File: config.mk
export PLATFORM = sky130hd
export DESIGN_NAME = blkzero_engine
export DESIGN_NICKNAME = d
export VERILOG_FILES = /design/src/rtl/blkzero_pkg.sv /design/src/rtl/blkzero_span.sv /design/src/rtl/blkzero_seq.sv /design/src/rtl/blkzero_engine.sv
export SDC_FILE = /design/constraint.sdc
export NUM_CORES = 1
export LEC_CHECK = 0
export ABC_CLOCK_PERIOD_IN_PS = 3850
export BUFFER_PORTS_ARGS = -buffer_cell sky130_fd_sc_hd__buf_2
export CORE_UTILIZATION = 40
export CTS_CLUSTER_DIAMETER = 150
export DETAILED_ROUTE_END_ITERATION = 10
export HOLD_SLACK_MARGIN = 0.05
export MAX_ROUTING_LAYER = met4
export PLACE_DENSITY = 0.66
export SLEW_MARGIN = 15
export SYNTH_ARGS = -nofsm -noshare
export SYNTH_HDL_FRONTEND = slang
export SYNTH_SLANG_ARGS = --single-unit
File: constraint.sdc
create_clock -name clk -period 3.85 [get_ports clk]
set_clock_uncertainty 0.2 [all_clocks]
set_input_delay 0.77 -clock clk [delete_from_list [all_inputs] [get_ports clk]]
set_output_delay 0.77 -clock clk [all_outputs]
set_load 0.005 [all_outputs]
File: src/rtl/blkzero_pkg.sv
package blkzero_pkg;
    typedef enum logic {
        BZ_IDLE  = 1'b0,
        BZ_WRITE = 1'b1
    } bz_state_e;
endpackage

File: src/rtl/blkzero_span.sv
// Turns an address and exponent into the block's first word, word count and lane mask.
module blkzero_span #(
    parameter int ADDR_W  = 32,
    parameter int DATA_W  = 32,
    parameter int MAX_EXP = 12,
    localparam int WB     = DATA_W / 8,
    localparam int OFF_W  = $clog2(WB),
    localparam int EXP_W  = $clog2(MAX_EXP + 1),
    localparam int CNT_W  = MAX_EXP - OFF_W + 1
) (
    input  logic [ADDR_W-1:0] addr_i,
    input  logic [EXP_W-1:0]  exp_i,
    output logic [ADDR_W-1:0] base_word_o,
    output logic [CNT_W-1:0]  last_o,
    output logic [WB-1:0]     strb_o
);
    logic [EXP_W-1:0]  e_c;
    logic [ADDR_W-1:0] base;
    int                ei;

    always_comb begin
        // clamp oversized exponents to the page limit
        e_c  = (exp_i > EXP_W'(MAX_EXP)) ? EXP_W'(MAX_EXP) : exp_i;
        ei   = int'(e_c);
        base = addr_i & ({ADDR_W{1'b1}} << e_c);
        base_word_o = base & ~ADDR_W'(WB - 1);
        if (ei >= OFF_W) begin
            last_o = CNT_W'((1 << (ei - OFF_W)) - 1);
            strb_o = '1;
        end else begin
            last_o = '0;
            strb_o = WB'((1 << (1 << ei)) - 1) << base[OFF_W-1:0];
        end
    end
endmodule

File: src/rtl/blkzero_seq.sv
// Request acceptance and the write sequence with its result pulses.
module blkzero_seq
    import blkzero_pkg::*;
#(
    parameter int ADDR_W = 32,
    parameter int WB     = 4,
    parameter int CNT_W  = 11
) (
    input  logic              clk,
    input  logic              rst_n,
    input  logic              req_valid,
    input  logic              req_enabled,
    input  logic [ADDR_W-1:0] base_word,
    input  logic [CNT_W-1:0]  last_idx,
    input  logic [WB-1:0]     lane_mask,
    input  logic              wr_ready,
    input  logic              wr_err,
    output logic              busy,
    output logic              wr_valid,
    output logic [ADDR_W-1:0] wr_addr,
    output logic [WB-1:0]     wr_strb,
    output logic              done,
    output logic              fault,
    output logic              illegal,
    output logic [ADDR_W-1:0] fault_addr
);
    typedef struct packed {
        bz_state_e         st;
        logic [ADDR_W-1:0] addr;
        logic [CNT_W-1:0]  left;
        logic [WB-1:0]     strb;
        logic              done;
        logic              fault;
        logic              illegal;
        logic [ADDR_W-1:0] faddr;
    } regs_t;

    regs_t q, d;

    always_comb begin
        d         = q;
        d.done    = 1'b0;
        d.fault   = 1'b0;
        d.illegal = 1'b0;
        unique case (q.st)
            BZ_IDLE: begin
                if (req_valid && req_enabled) begin
                    d.st   = BZ_WRITE;
                    d.addr = base_word;
                    d.left = last_idx;
                    d.strb = lane_mask;
                end else if (req_valid) begin
                    d.illegal = 1'b1;
                end
            end
            BZ_WRITE: begin
                if (wr_ready) begin
                    if (wr_err) begin
                        d.fault = 1'b1;
                        d.faddr = q.addr;
                        d.st    = BZ_IDLE;
                    end else if (q.left == '0) begin
                        d.done = 1'b1;
                        d.st   = BZ_IDLE;
                    end else begin
                        d.addr = q.addr + ADDR_W'(WB);
                        d.left = q.left - 1'b1;
                    end
                end
            end
            default: d.st = BZ_IDLE;
        endcase
    end

    always_ff @(posedge clk or negedge rst_n) begin
        if (!rst_n) q <= '{st: BZ_IDLE, default: '0};
        else        q <= d;
    end

    assign busy       = (q.st == BZ_WRITE);
    assign wr_valid   = (q.st == BZ_WRITE);
    assign wr_addr    = q.addr;
    assign wr_strb    = q.strb;
    assign done       = q.done;
    assign fault      = q.fault;
    assign illegal    = q.illegal;
    assign fault_addr = q.faddr;


    hold_stable_chk: assert property (@(posedge clk) disable iff (!rst_n)
        wr_valid && !wr_ready |=> wr_valid && $stable(wr_addr) && $stable(wr_strb));

    ascend_chk: assert property (@(posedge clk) disable iff (!rst_n)
        wr_valid && wr_ready && !wr_err && q.left != '0
        |=> wr_valid && wr_addr == $past(wr_addr) + ADDR_W'(WB));

    fault_stop_chk: assert property (@(posedge clk) disable iff (!rst_n)
        wr_valid && wr_ready && wr_err
        |=> fault && !wr_valid && fault_addr == $past(wr_addr));

    done_last_chk: assert property (@(posedge clk) disable iff (!rst_n)
        wr_valid && wr_ready && !wr_err && q.left == '0 |=> done && !busy);

    illegal_nowrite_chk: assert property (@(posedge clk) disable iff (!rst_n)
        req_valid && !busy && !req_enabled |=> illegal && !wr_valid);

    one_result_chk: assert property (@(posedge clk) disable iff (!rst_n)
        $onehot0({done, fault, illegal}));
endmodule

File: src/rtl/blkzero_engine.sv
module blkzero_engine #(
    parameter int ADDR_W  = 32,
    parameter int DATA_W  = 32,
    parameter int MAX_EXP = 12,
    localparam int WB     = DATA_W / 8,
    localparam int OFF_W  = $clog2(WB),
    localparam int EXP_W  = $clog2(MAX_EXP + 1),
    localparam int CNT_W  = MAX_EXP - OFF_W + 1
) (
    input  logic              clk,
    input  logic              rst_n,
    input  logic              req_valid,
    input  logic [ADDR_W-1:0] req_addr,
    input  logic [EXP_W-1:0]  req_exp,
    input  logic              req_enabled,
    output logic              busy,
    output logic              done,
    output logic              fault,
    output logic              illegal,
    output logic [ADDR_W-1:0] fault_addr,
    output logic              wr_valid,
    input  logic              wr_ready,
    input  logic              wr_err,
    output logic [ADDR_W-1:0] wr_addr,
    output logic [DATA_W-1:0] wr_data,
    output logic [WB-1:0]     wr_strb
);
    logic [ADDR_W-1:0] base_word;
    logic [CNT_W-1:0]  last_idx;
    logic [WB-1:0]     lane_mask;

    blkzero_span #(.ADDR_W(ADDR_W), .DATA_W(DATA_W), .MAX_EXP(MAX_EXP)) u_span (
        .addr_i      (req_addr),
        .exp_i       (req_exp),
        .base_word_o (base_word),
        .last_o      (last_idx),
        .strb_o      (lane_mask)
    );

    blkzero_seq #(.ADDR_W(ADDR_W), .WB(WB), .CNT_W(CNT_W)) u_seq (
        .clk         (clk),
        .rst_n       (rst_n),
        .req_valid   (req_valid),
        .req_enabled (req_enabled),
        .base_word   (base_word),
        .last_idx    (last_idx),
        .lane_mask   (lane_mask),
        .wr_ready    (wr_ready),
        .wr_err      (wr_err),
        .busy        (busy),
        .wr_valid    (wr_valid),
        .wr_addr     (wr_addr),
        .wr_strb     (wr_strb),
        .done        (done),
        .fault       (fault),
        .illegal     (illegal),
        .fault_addr  (fault_addr)
    );

    // the engine only ever clears memory
    assign wr_data = '0;


    lane_nonempty_chk: assert property (@(posedge clk) disable iff (!rst_n)
        wr_valid |-> wr_strb != '0 && wr_addr[OFF_W-1:0] == '0);

    busy_span_chk: assert property (@(posedge clk) disable iff (!rst_n)
        busy && !$past(busy) |-> $past(req_valid) && $past(req_enabled));
endmodule

==> impl_metrics.env <==
export IMPL_drt_initial_drc_count=386
export IMPL_grt_start_max_net_pins=80
export IMPL_critPathArrivalTime_ns=2.84
export IMPL_synth_avg_cell_area_sq_um=8.909
export IMPL_r2r_start="u_seq.q[39]$_DFFE_PN0P_"
export IMPL_gr_total_overflow=0
export IMPL_rsz0062_at_grt="no"
export IMPL_synth_top_family_by_area="compound AO/OA/AOI/OAI gates"
export IMPL_tightestPinTransition_ns=1.012
export IMPL_rows=41
export IMPL_yosys_warnings=0
export IMPL_netlist_area_sq_mm=0.005328
export IMPL_grt_use_total=0.1967
export IMPL_dr_pass1_iters=5
export IMPL_synth_xor_area_frac=0.001644
export IMPL_max_clock_freq_mhz=354.3
export IMPL_num_nets_final=684
export IMPL_yosys_area_share_simple=0.1602
export IMPL_antenna_left=0
export IMPL_crit_path_top_delay_cell="ha_1"
export IMPL_synth_adder_area_share=0.02818
export IMPL_setup_violations=0
export IMPL_power_per_cell_area_mw_per_mm2=621.8
export IMPL_end_kind="flop"
export IMPL_clock_tree_root_cell="clkbuf_16"
export IMPL_power_mw=3.566
export IMPL_crit_required_ns=3.87
export IMPL_place_hpwl_um=9338
export IMPL_fin_area_sq_mm=0.005734
export IMPL_start_util=0.4154
export IMPL_port_buffer_count=110
export IMPL_cp_common_cell="ha_1"
export IMPL_antenna_found_initial=0
export IMPL_min_period_ns=2.823
export IMPL_die_w_um=117.4
export IMPL_wire_per_inst_um=15.92
export IMPL_cap_violations=0
export IMPL_path_class="in -> reg"
export IMPL_power_share_sequential=0.387
export IMPL_io_pins=147
export IMPL_finalSetupTns_ns=0
export IMPL_synth_cell_type_count=62
export IMPL_cts_buffers=9
export IMPL_area_growth_pct=7.633
export IMPL_clk_path_buf_depth=2
export IMPL_worstSkewPairLatency_ns=0.34
export IMPL_grt_pass1_wl_um=21070
export IMPL_run_status="finished, final reports clean"
export IMPL_p_int_mw=2.314
export IMPL_synth_area_mux_share=0.05895
export IMPL_cp_max_fo=11
export IMPL_drc=0
export IMPL_layout_drive_gt1_share=0.2850
export IMPL_num_vias=4388
export IMPL_power_frac_comb=0.328
export IMPL_tritoncts="yes"
export IMPL_synth_edf_count=0
export IMPL_hold_viol_final=0
export IMPL_crit_path_max_incr_delay_ns=0.36
export IMPL_first_global_vias=4056
export IMPL_cts_resized=0
export IMPL_power_share_clock=0.284
export IMPL_worstPathCellList="buf_2, ha_1, nand2b_1, inv_1, ha_1, nand2_1, or3_1, a221oi_1, a21oi_1"
export IMPL_synthFlopType="dfrtp_1"
export IMPL_hold_start="u_seq.fault_addr[10]$_DFFE_PN0P_"
export IMPL_timing_final_crit_share=0.7332
export IMPL_synth_cells=598
export IMPL_post_cts_setup_buffers=0
export IMPL_switchingPower_mw=1.252
export IMPL_h_tree_depth=3
export IMPL_fp_dieH_um=117.4
export IMPL_diodes=0
export IMPL_vdd_drop_max_mv=0.2249
export IMPL_slew_viol_final=0
export IMPL_dpl_instance_area_sq_mm=0.005378
export IMPL_start_kind="input pin"
export IMPL_core_sq_mm=0.01282
export IMPL_yosysSeqAreaShare=0.3711
export IMPL_relSlewSlack=0.3251
export IMPL_crit_start="req_exp[2]"
export IMPL_swShare=0.3510
export IMPL_power_leakage_nw=2.709
export IMPL_postCtsHoldBufs=0
export IMPL_clkTransAtPathRegs_ns=0.06
export IMPL_via_per_inst=5.437
export IMPL_clkSinkCount=79
export IMPL_synth_seq_cells=79
export IMPL_synth_compound_area_frac=0.1961
export IMPL_synthArstFlopShare=1.000
export IMPL_routed_wl_um=12850
export IMPL_hold_path_class="reg -> reg"
export IMPL_fp_dieArea_sq_mm=0.01379
export IMPL_gp_congestion=0.9035
-- synthesized netlist by cell type, types with 13 or more instances --
library cell | number | area [sq um]
a21oi_1 | 25 | 125.1
a22o_1 | 13 | 113.9
buf_4 | 101 | 758.2
clkbuf_1 | 20 | 75.07
dfrtp_1 | 79 | 1977
inv_1 | 16 | 60.06
mux2_2 | 27 | 304.0
nand2_1 | 56 | 210.2
nand3_1 | 13 | 65.06
nor2_1 | 34 | 127.6
nor3_1 | 18 | 90.09
o21ai_0 | 41 | 205.2
-- power by group through the flow --
stage	registers [mW]	clock network [mW]	logic (mW)
floorplan	1.31	0	1.10
global placement	1.38	0	1.15
detailed placement	1.39	0	1.17
finish	1.38	1.01	1.17
global route	1.43	1.07	1.31
CTS	1.38	1.03	1.18
-- area by class of cell --
| type | instances | area, sq um |
|---|---|---|
| Fill cell | 1278 | 7091 |
| Multi-Input combinational cell | 406 | 2512 |
| Sequential cell | 79 | 1977 |
| Timing Repair Buffer | 118 | 613.1 |
| Clock buffer | 11 | 252.7 |
| Tap cell | 172 | 215.2 |
| Clock inverter | 5 | 103.9 |
| Inverter | 16 | 60.06 |
-- worst paths after layout --
kind                                                         end  slack (ns)  cells after the start
max in group asynchronous          u_seq.wr_addr[27]$_DFFE_PN0P_        2.40                      1
min in group asynchronous           u_seq.wr_addr[9]$_DFFE_PN0P_        0.43                      1
worst max-delay path                     u_seq.q[39]$_DFFE_PN0P_        1.03                      9
worst min register to register  u_seq.fault_addr[10]$_DFFE_PN0P_        0.28                      2
worst max register to register     u_seq.wr_addr[27]$_DFFE_PN0P_        1.07                      7
worst min-delay path            u_seq.fault_addr[10]$_DFFE_PN0P_        0.28                      2
-- cell usage in the layout (no fill, tap or decap), types with 10 or more instances in the layout --
cell type / Yosys / layout
mux2_2: 27 / 27
nor3_1: 18 / 18
a21oi_1: 25 / 25
conb_1: 2 / 37
ha_1: 12 / 12
buf_2: 5 / 109
nor4_1: 10 / 10
nand2_1: 56 / 55
o21ai_0: 41 / 41
nor2_1: 34 / 34
inv_1: 16 / 16
dfrtp_1: 79 / 79
nand3_1: 13 / 13
a22o_1: 13 / 13
-- logic make-up (layout without fill, tap and decap cells) --
family / Yosys count / in the layout
mux: 28 / 28
buf+inv: 148 / 150
other cells: 2 / 37
xor+xnor: 1 / 1
fa+ha+maj: 12 / 12
flops: 79 / 79
simple gates: 173 / 173
compound gates: 155 / 155
-- worst max-delay path, delay by kind of cell --
kind                     cells  cell delay, ns
AND/OR/NAND/NOR              3            0.73
buffers and inverters        2            0.35
AO/OA/AOI/OAI                2            0.34
adder cells (fa/ha/maj)      2            0.65
-- layer usage --
layer / global-route usage / vias to the layer above / wire (um)
met5: - / - / 0
met3: 0.04280 / 16 / 748
met2: 0.3081 / 156 / 6159
met1: 0.2475 / 2131 / 5746
met4: 0.07549 / 0 / 192
li1: - / 2085 / -
-- registers in the layout, indices dropped and copies added (netlist names) --
name              count
u_seq.wr_strb         4
u_seq.fault_addr     30
u_seq.q              11
u_seq.wr_addr        30
u_seq.illegal         1
u_seq.fault           1
u_seq.busy            1
u_seq.done            1
-- through the flow --
step	instances	setup WS (ns)	utilization	hold slack [ns]
global placement	791	0.7986	0.4193	0.2633
CTS	807	1.079	0.4471	0.2903
global route	807	0.7735	0.4471	0.3167
detailed placement	791	0.7297	0.4193	0.2771
floorplan	633	1.070	-	0.2510
finish	807	1.027	0.4471	0.2828
Power figures use the tool's default switching activity.
